[src/rtl/trig_timer_pkg.sv]
package trig_timer_pkg;
  localparam int ADDR_W = 3;
  localparam int REF_N  = 6;
  localparam int SRC_N  = 16;

  localparam logic [ADDR_W-1:0] A_CTRL = 3'd0;
  localparam logic [ADDR_W-1:0] A_MODE = 3'd1;
  localparam logic [ADDR_W-1:0] A_PSC  = 3'd2;
  localparam logic [ADDR_W-1:0] A_RLD  = 3'd3;
  localparam logic [ADDR_W-1:0] A_CMP  = 3'd4;
  localparam logic [ADDR_W-1:0] A_CMD  = 3'd5;
  localparam logic [ADDR_W-1:0] A_CNT  = 3'd6;

  // strobes and levels from control to datapath
  typedef struct packed {
    logic run;
    logic rldPre;
    logic pscPre;
    logic wrPsc;
    logic wrRld;
    logic forceUpd;
  } tmrStrobe_t;
endpackage

[src/rtl/trig_timer_dp.sv]
module trig_timer_dp
  import trig_timer_pkg::*;
#(
  parameter int DATA_W = 16,
  parameter int CNT_W  = 16,
  parameter int PSC_W  = 16
) (
  input  logic              clk,
  input  logic              rstN,
  input  tmrStrobe_t        stb,
  input  logic [DATA_W-1:0] wrData,
  input  logic [CNT_W-1:0]  cmpVal,
  output logic [CNT_W-1:0]  cntOut,
  output logic [PSC_W-1:0]  pscPendOut,
  output logic [CNT_W-1:0]  rldPendOut,
  output logic              updEvt,
  output logic              cmpEvt
);
  logic [PSC_W-1:0] pscPend, pscAct, prescCnt;
  logic [CNT_W-1:0] rldPend, rldAct, cntQ, cntNext;
  logic tick, wrap, cntLoad;

  assign tick    = stb.run && (prescCnt == pscAct);
  assign wrap    = tick && (cntQ == rldAct);
  assign cntLoad = stb.forceUpd || tick;
  assign updEvt  = stb.forceUpd || wrap;

  always_comb begin
    if (stb.forceUpd)  cntNext = '0;
    else if (wrap)     cntNext = '0;
    else if (tick)     cntNext = cntQ + 1'b1;
    else               cntNext = cntQ;
  end

  always_ff @(posedge clk or negedge rstN) begin
    if (!rstN) begin
      prescCnt <= '0;
      cntQ     <= '0;
      cmpEvt   <= 1'b0;
    end else begin
      cntQ   <= cntNext;
      cmpEvt <= cntLoad && (cntNext == cmpVal);
      if (stb.forceUpd)  prescCnt <= '0;
      else if (tick)     prescCnt <= '0;
      else if (stb.run)  prescCnt <= prescCnt + 1'b1;
    end
  end

  // shadow registers: an immediate write wins over a reload on the same edge
  always_ff @(posedge clk or negedge rstN) begin
    if (!rstN) begin
      pscPend <= '0;
      pscAct  <= '0;
      rldPend <= '0;
      rldAct  <= '0;
    end else begin
      if (updEvt) begin
        pscAct <= pscPend;
        rldAct <= rldPend;
      end
      if (stb.wrPsc) begin
        pscPend <= wrData[PSC_W-1:0];
        if (!stb.pscPre) pscAct <= wrData[PSC_W-1:0];
      end
      if (stb.wrRld) begin
        rldPend <= wrData[CNT_W-1:0];
        if (!stb.rldPre) rldAct <= wrData[CNT_W-1:0];
      end
    end
  end

  assign cntOut     = cntQ;
  assign pscPendOut = pscPend;
  assign rldPendOut = rldPend;

  assert_frozen_R6: assert property (@(posedge clk) disable iff (!rstN)
    (!stb.run && !stb.forceUpd) |=> $stable(cntQ));
  assert_force_clear_R5: assert property (@(posedge clk) disable iff (!rstN)
    stb.forceUpd |=> (cntQ == '0 && prescCnt == '0));
  assert_wrap_zero_R2: assert property (@(posedge clk) disable iff (!rstN)
    (stb.run && prescCnt == pscAct && cntQ == rldAct) |=> cntQ == '0);
  assert_preload_hold_R3: assert property (@(posedge clk) disable iff (!rstN)
    (stb.rldPre && stb.wrRld && !updEvt) |=> $stable(rldAct));
  assert_psc_preload_R4: assert property (@(posedge clk) disable iff (!rstN)
    (stb.pscPre && stb.wrPsc && !updEvt) |=> $stable(pscAct));
endmodule

[src/rtl/trig_timer_sel.sv]
module trig_timer_sel #(
  parameter int SEL_W = 3
) (
  input  logic                  clk,
  input  logic                  rstN,
  input  logic [SEL_W-1:0]      sel,
  input  logic [(1<<SEL_W)-1:0] src,
  output logic                  trig
);
  always_ff @(posedge clk or negedge rstN) begin
    if (!rstN) trig <= 1'b0;
    else       trig <= src[sel];
  end
endmodule

[src/rtl/trig_timer_ctrl.sv]
module trig_timer_ctrl
  import trig_timer_pkg::*;
#(
  parameter int DATA_W   = 16,
  parameter int CNT_W    = 16,
  parameter int PSC_W    = 16,
  parameter bit HAS_SEL2 = 1'b1
) (
  input  logic              clk,
  input  logic              rstN,
  input  logic              wrEn,
  input  logic [ADDR_W-1:0] wrAddr,
  input  logic [DATA_W-1:0] wrData,
  input  logic [ADDR_W-1:0] rdAddr,
  output logic [DATA_W-1:0] rdData,
  input  logic [REF_N-1:0]  ocRef,
  input  logic [CNT_W-1:0]  cntIn,
  input  logic [PSC_W-1:0]  pscPend,
  input  logic [CNT_W-1:0]  rldPend,
  input  logic              updEvt,
  input  logic              cmpEvt,
  output tmrStrobe_t        stb,
  output logic [CNT_W-1:0]  cmpVal,
  output logic              trgo,
  output logic              trgo2
);
  localparam int SEL1_W = 3;
  localparam int SEL2_W = 4;

  logic             runQ, rldPreQ, pscPreQ;
  logic [SEL1_W-1:0] mode1Q;
  logic [SEL2_W-1:0] mode2Q;
  logic [CNT_W-1:0] cmpQ;
  logic [REF_N-1:0] refPrev, refRise, refFall;
  logic [SRC_N-1:0] src;
  logic wrCtrl, wrMode, wrCmp;

  assign wrCtrl = wrEn && (wrAddr == A_CTRL);
  assign wrMode = wrEn && (wrAddr == A_MODE);
  assign wrCmp  = wrEn && (wrAddr == A_CMP);

  assign stb.run      = runQ;
  assign stb.rldPre   = rldPreQ;
  assign stb.pscPre   = pscPreQ;
  assign stb.wrPsc    = wrEn && (wrAddr == A_PSC);
  assign stb.wrRld    = wrEn && (wrAddr == A_RLD);
  assign stb.forceUpd = wrEn && (wrAddr == A_CMD) && wrData[0];
  assign cmpVal       = cmpQ;

  always_ff @(posedge clk or negedge rstN) begin
    if (!rstN) begin
      runQ    <= 1'b0;
      rldPreQ <= 1'b0;
      pscPreQ <= 1'b0;
      mode1Q  <= '0;
      cmpQ    <= '0;
      refPrev <= '0;
    end else begin
      refPrev <= ocRef;
      if (wrCtrl) begin
        runQ    <= wrData[0];
        rldPreQ <= wrData[1];
        pscPreQ <= wrData[2];
      end
      if (wrMode) mode1Q <= wrData[2:0];
      if (wrCmp)  cmpQ   <= wrData[CNT_W-1:0];
    end
  end

  assign refRise = ocRef & ~refPrev;
  assign refFall = ~ocRef & refPrev;

  // shared source list, indexed by selector code
  always_comb begin
    src[0]  = stb.forceUpd;
    src[1]  = runQ;
    src[2]  = updEvt;
    src[3]  = cmpEvt;
    src[4]  = ocRef[0];
    src[5]  = ocRef[1];
    src[6]  = ocRef[2];
    src[7]  = ocRef[3];
    src[8]  = ocRef[4];
    src[9]  = ocRef[5];
    src[10] = refRise[3];
    src[11] = refRise[5];
    src[12] = refRise[3] | refRise[5];
    src[13] = refRise[3] | refFall[5];
    src[14] = refRise[4] | refRise[5];
    src[15] = refRise[4] | refFall[5];
  end

  trig_timer_sel #(.SEL_W(SEL1_W)) uSel1 (
    .clk(clk), .rstN(rstN), .sel(mode1Q),
    .src(src[(1<<SEL1_W)-1:0]), .trig(trgo)
  );

  generate
    if (HAS_SEL2) begin : gSel2
      always_ff @(posedge clk or negedge rstN) begin
        if (!rstN)       mode2Q <= '0;
        else if (wrMode) mode2Q <= wrData[7:4];
      end
      trig_timer_sel #(.SEL_W(SEL2_W)) uSel2 (
        .clk(clk), .rstN(rstN), .sel(mode2Q), .src(src), .trig(trgo2)
      );
    end else begin : gNoSel2
      assign mode2Q = '0;
      assign trgo2  = 1'b0;
    end
  endgenerate

  always_comb begin
    rdData = '0;
    case (rdAddr)
      A_CTRL: rdData[2:0] = {pscPreQ, rldPreQ, runQ};
      A_MODE: begin
        rdData[2:0] = mode1Q;
        rdData[7:4] = mode2Q;
      end
      A_PSC:  rdData = DATA_W'(pscPend);
      A_RLD:  rdData = DATA_W'(rldPend);
      A_CMP:  rdData = DATA_W'(cmpQ);
      A_CNT:  rdData = DATA_W'(cntIn);
      default: rdData = '0;
    endcase
  end

  assert_enable_level_R6: assert property (@(posedge clk) disable iff (!rstN)
    (mode1Q == 3'd1) |=> (trgo == $past(runQ)));
  assert_reset_mode_R5: assert property (@(posedge clk) disable iff (!rstN)
    (mode1Q == 3'd0 && !stb.forceUpd) |=> !trgo);
endmodule

[src/rtl/trig_timer.sv]
module trig_timer
  import trig_timer_pkg::*;
#(
  parameter int DATA_W   = 16,
  parameter int CNT_W    = 16,
  parameter int PSC_W    = 16,
  parameter bit HAS_SEL2 = 1'b1
) (
  input  logic              clk,
  input  logic              rstN,
  input  logic              wrEn,
  input  logic [2:0]        wrAddr,
  input  logic [DATA_W-1:0] wrData,
  input  logic [2:0]        rdAddr,
  output logic [DATA_W-1:0] rdData,
  input  logic [5:0]        ocRef,
  output logic [CNT_W-1:0]  count,
  output logic              trgo,
  output logic              trgo2
);
  tmrStrobe_t       stb;
  logic [CNT_W-1:0] cmpVal, rldPend;
  logic [PSC_W-1:0] pscPend;
  logic             updEvt, cmpEvt;

  trig_timer_ctrl #(
    .DATA_W(DATA_W), .CNT_W(CNT_W), .PSC_W(PSC_W), .HAS_SEL2(HAS_SEL2)
  ) uCtrl (
    .clk(clk), .rstN(rstN), .wrEn(wrEn), .wrAddr(wrAddr), .wrData(wrData),
    .rdAddr(rdAddr), .rdData(rdData), .ocRef(ocRef), .cntIn(count),
    .pscPend(pscPend), .rldPend(rldPend), .updEvt(updEvt), .cmpEvt(cmpEvt),
    .stb(stb), .cmpVal(cmpVal), .trgo(trgo), .trgo2(trgo2)
  );

  trig_timer_dp #(
    .DATA_W(DATA_W), .CNT_W(CNT_W), .PSC_W(PSC_W)
  ) uDp (
    .clk(clk), .rstN(rstN), .stb(stb), .wrData(wrData), .cmpVal(cmpVal),
    .cntOut(count), .pscPendOut(pscPend), .rldPendOut(rldPend),
    .updEvt(updEvt), .cmpEvt(cmpEvt)
  );
endmodule

[config.mk]
export PLATFORM = sky130hd
export DESIGN_NAME = trig_timer
export DESIGN_NICKNAME = d
export VERILOG_FILES = /design/src/rtl/trig_timer_pkg.sv /design/src/rtl/trig_timer_dp.sv /design/src/rtl/trig_timer_sel.sv /design/src/rtl/trig_timer_ctrl.sv /design/src/rtl/trig_timer.sv
export SDC_FILE = /design/constraint.sdc
export NUM_CORES = 1
export LEC_CHECK = 0
export ABC_AREA = 1
export BUFFER_PORTS_ARGS = -buffer_cell sky130_fd_sc_hd__buf_2
export CAP_MARGIN = 20
export CORE_MARGIN = 10
export CORE_UTILIZATION = 35
export DETAILED_ROUTE_END_ITERATION = 16
export SLEW_MARGIN = 30
export SYNTH_ARGS = -nofsm -noshare
export SYNTH_HDL_FRONTEND = slang
export SYNTH_HIERARCHICAL = 1
export SYNTH_SLANG_ARGS = --single-unit
[constraint.sdc]
create_clock -name clk -period 5.2 [get_ports clk]
set_input_delay 1.56 -clock clk [delete_from_list [all_inputs] [get_ports clk]]
set_output_delay 1.56 -clock clk [all_outputs]
set_load 0.01 [all_outputs]
==> flow_summary.json <==
{
  "synth_top_cell_area_share_pct": 41.5,
  "tightest_slew_ns": 0.839,
  "netlist_area_mm2": 0.00772,
  "synth_adder_area_share_pct": 0.324,
  "first_pass_iters": 5,
  "port_buffers": 64,
  "min_path_type": "reg2reg",
  "vias": 7027,
  "synth_ff_type": "dfrtp_1",
  "gp_congestion": 0.867,
  "grtUsageTotal_pct": 15.7,
  "grt-ovfl-total": 0,
  "startpoint": "rdAddr[0]",
  "hold_viol_final": 0,
  "synth_top_area_cell": "dfrtp_1",
  "viasPerCell": 5.09,
  "wirelength_um": 22600,
  "final-seq-area_mm2": 0.00320,
  "post-cts-setup-buffers": 0,
  "r2r-start": "uDp/prescCnt[4]",
  "maxCapViolCount": 0,
  "async_flop_share_pct": 100,
  "cts_resized": 0,
  "dieHeight_um": 168,
  "cts.clk_slew.worst_paths_ns": 0.05,
  "post-route-cell-area_mm2": 0.00870,
  "synth-simple-area-share_pct": 32.3,
  "antenna_left": 0,
  "worstPathArrival_ns": 2.95,
  "reg2reg_slack_ns": 2.08,
  "fmax_mhz": 222,
  "layout.cells.non_filler": 1381,
  "avgSynthCellArea_um2": 7.39,
  "clockBufferDepth": 2,
  "die_w_um": 168,
  "ys_seq_area_share_pct": 41.5,
  "multi_input_area_mm2": 0.00370,
  "ir_drop_mv": 0.233,
  "max_slew_margin_pct": 44.1,
  "coreArea_mm2": 0.0218,
  "finalSetupViolations": 0,
  "die-area_mm2": 0.0284,
  "drtIter0Drc": 616,
  "placed_cells": 1351,
  "yosys_warnings": 6,
  "synthMuxAreaShare_pct": 4.67,
  "antenna_found_initial": 1,
  "grt_pass1_vias": 6393,
  "antenna_cells": 0,
  "wl_per_cell_um": 16.4,
  "fin_skew_ns": 0.0118,
  "rsz0062_at_grt": "no",
  "cp_data_required_time_ns": 3.64,
  "io-pin-count": 65,
  "crit_fanout": 24,
  "crit_type": "in2out",
  "nNetsFinal": 1123,
  "initial_core_util_pct": 35.5,
  "synthTopCellsByArea": "dfrtp_1 (42%), nand2_1 (15%), inv_1 (6.0%)",
  "outcome": "finished clean",
  "finalCritPeriodShare_pct": 86.7,
  "ctsRootBufferMaster": "clkbuf_16",
  "drc": 0,
  "synth.most_common_cell": "nand2_1",
  "cts_sinks": 128,
  "clock_latency_ns": 0.42,
  "syn2layout_area_growth_pct": 12.7,
  "endpoint_kind": "output pin",
  "cts_buffers": 17,
  "synth_top_family_by_area": "simple AND/OR/NAND/NOR gates",
  "synth_xor_area_share_pct": 3.18,
  "synth-seq-cells": 128,
  "p_leak_uw": 0.00437,
  "synth_edf_count": 0,
  "syn_inst": 1045,
  "holdCritStartpoint": "uDp/rldPendOut[15]",
  "drive_gt1_share_pct": 15.3,
  "drv_slew": 0,
  "cellPowerDensity_mw_per_mm2": 348,
  "cts_tree": "done",
  "rows": 54,
  "fin_hold_ws_ns": 0.535,
  "nFillCells": 2277,
  "layout_min_cycle_time_ns": 4.51,
  "h-tree-depth": 4,
  "fin_tns_setup_ns": 0,
  "startpoint_type": "primary input",
  "grt_pass1_wl_um": 35800,
  "holdBufCountCts": 0,
  "synth_fp_nets": 1078,
  "ys_types": 38,
  "grt_max_degree": 107,
  "postPlaceCellArea_mm2": 0.00816,
  "synth.top_cells.by_count": "nand2_1 (316), dfrtp_1 (128), inv_1 (124)",
  "dp_hpwl_um": 16500,
  "synth_compound_area_share_pct": 7.44
}
sequential cells by signal (all words and copies together), names as in the netlist:
register                cells
uDp/pscPendOut             16
uCtrl/gSel2.uSel2/trig      1
uDp/cmpEvt                  1
uDp/rldPendOut             16
uCtrl/refPrev               3
uDp/cntOut                 16
uCtrl/cmpVal               16
uDp/rldAct                 16
uCtrl/mode1Q                3
uCtrl/pscPreQ               1
uCtrl/mode2Q                4
uCtrl/runQ                  1
uDp/pscAct                 16
uDp/prescCnt               16
uCtrl/uSel1/trig            1
uCtrl/rldPreQ               1
layout by cell type, fill, tap and decap left out, types with 16 or more instances in the layout:
cell / instances
o21ai_0: 16
inv_1: 124
o21ai_1: 21
mux2_2: 32
nand3_1: 60
xor2_1: 24
nand4_1: 51
nand2_1: 314
buf_2: 63
dfrtp_1: 128
nor2_1: 114
clkbuf_16: 17
a31oi_1: 32
cells by family after synthesis:
group,after synthesis
buffers and inverters,183
AND/OR/NAND/NOR,574
multiplexers,32
AO/OA/AOI/OAI,98
adder cells (fa/ha/maj),2
XOR/XNOR,28
flip-flops,128
critical path, stage by stage:
cell and delay [ns]:
buf_2 0.44, inv_4 0.19, nand3_2 0.15, inv_2 0.13, nand2_1 0.08, nand4_1 0.16, buf_2 0.20
final timing paths:
check,end,cells past startpoint
max,rdData[9],7
min,uDp/rldPendOut[15],1
max reg2reg,uDp/cmpEvt,16
min reg2reg,uDp/rldPendOut[15],1
max in group asynchronous,uDp/cntOut[1],2
min in group asynchronous,uDp/cntOut[15],1
metrics by stage:
step	util (%)	total power (uW)	worst slack, ns
global route	40.0	3200	0.629
detailed placement	37.5	1940	0.737
global placement	37.5	1930	0.762
finish	40.0	3020	0.693
floorplan	-	1740	1.44
CTS	40.0	3040	0.730
cell type report:
| class | instances | area share, % |
|---|---|---|
| multi-input combinational | 734 | 42.5 |
| sequential | 128 | 36.8 |
| inverter | 137 | 6.03 |
| clock buffer | 23 | 5.38 |
| timing repair buffer | 72 | 4.49 |
| tap | 280 | 4.03 |
| clock inverter | 7 | 0.719 |
routing by layer:
layer	part of all wire, %	routed length (um)	global-route usage [%]	up-vias
met4	2.1	466	5.30	2
li1	-	-	-	3455
met1	47	10500	21.6	3315
met5	0.049	11	0	-
met2	46	10400	24.1	215
met3	5.4	1220	3.15	40
report_power, final:
| group | internal, uW | switching, uW | leakage [uW] |
|---|---|---|---|
| Combinational | 240 | 328 | 0.00253 |
| Sequential | 1180 | 187 | 0.00158 |
| Clock | 671 | 421 | 0.000262 |
(Power assumes the default switching activity.)
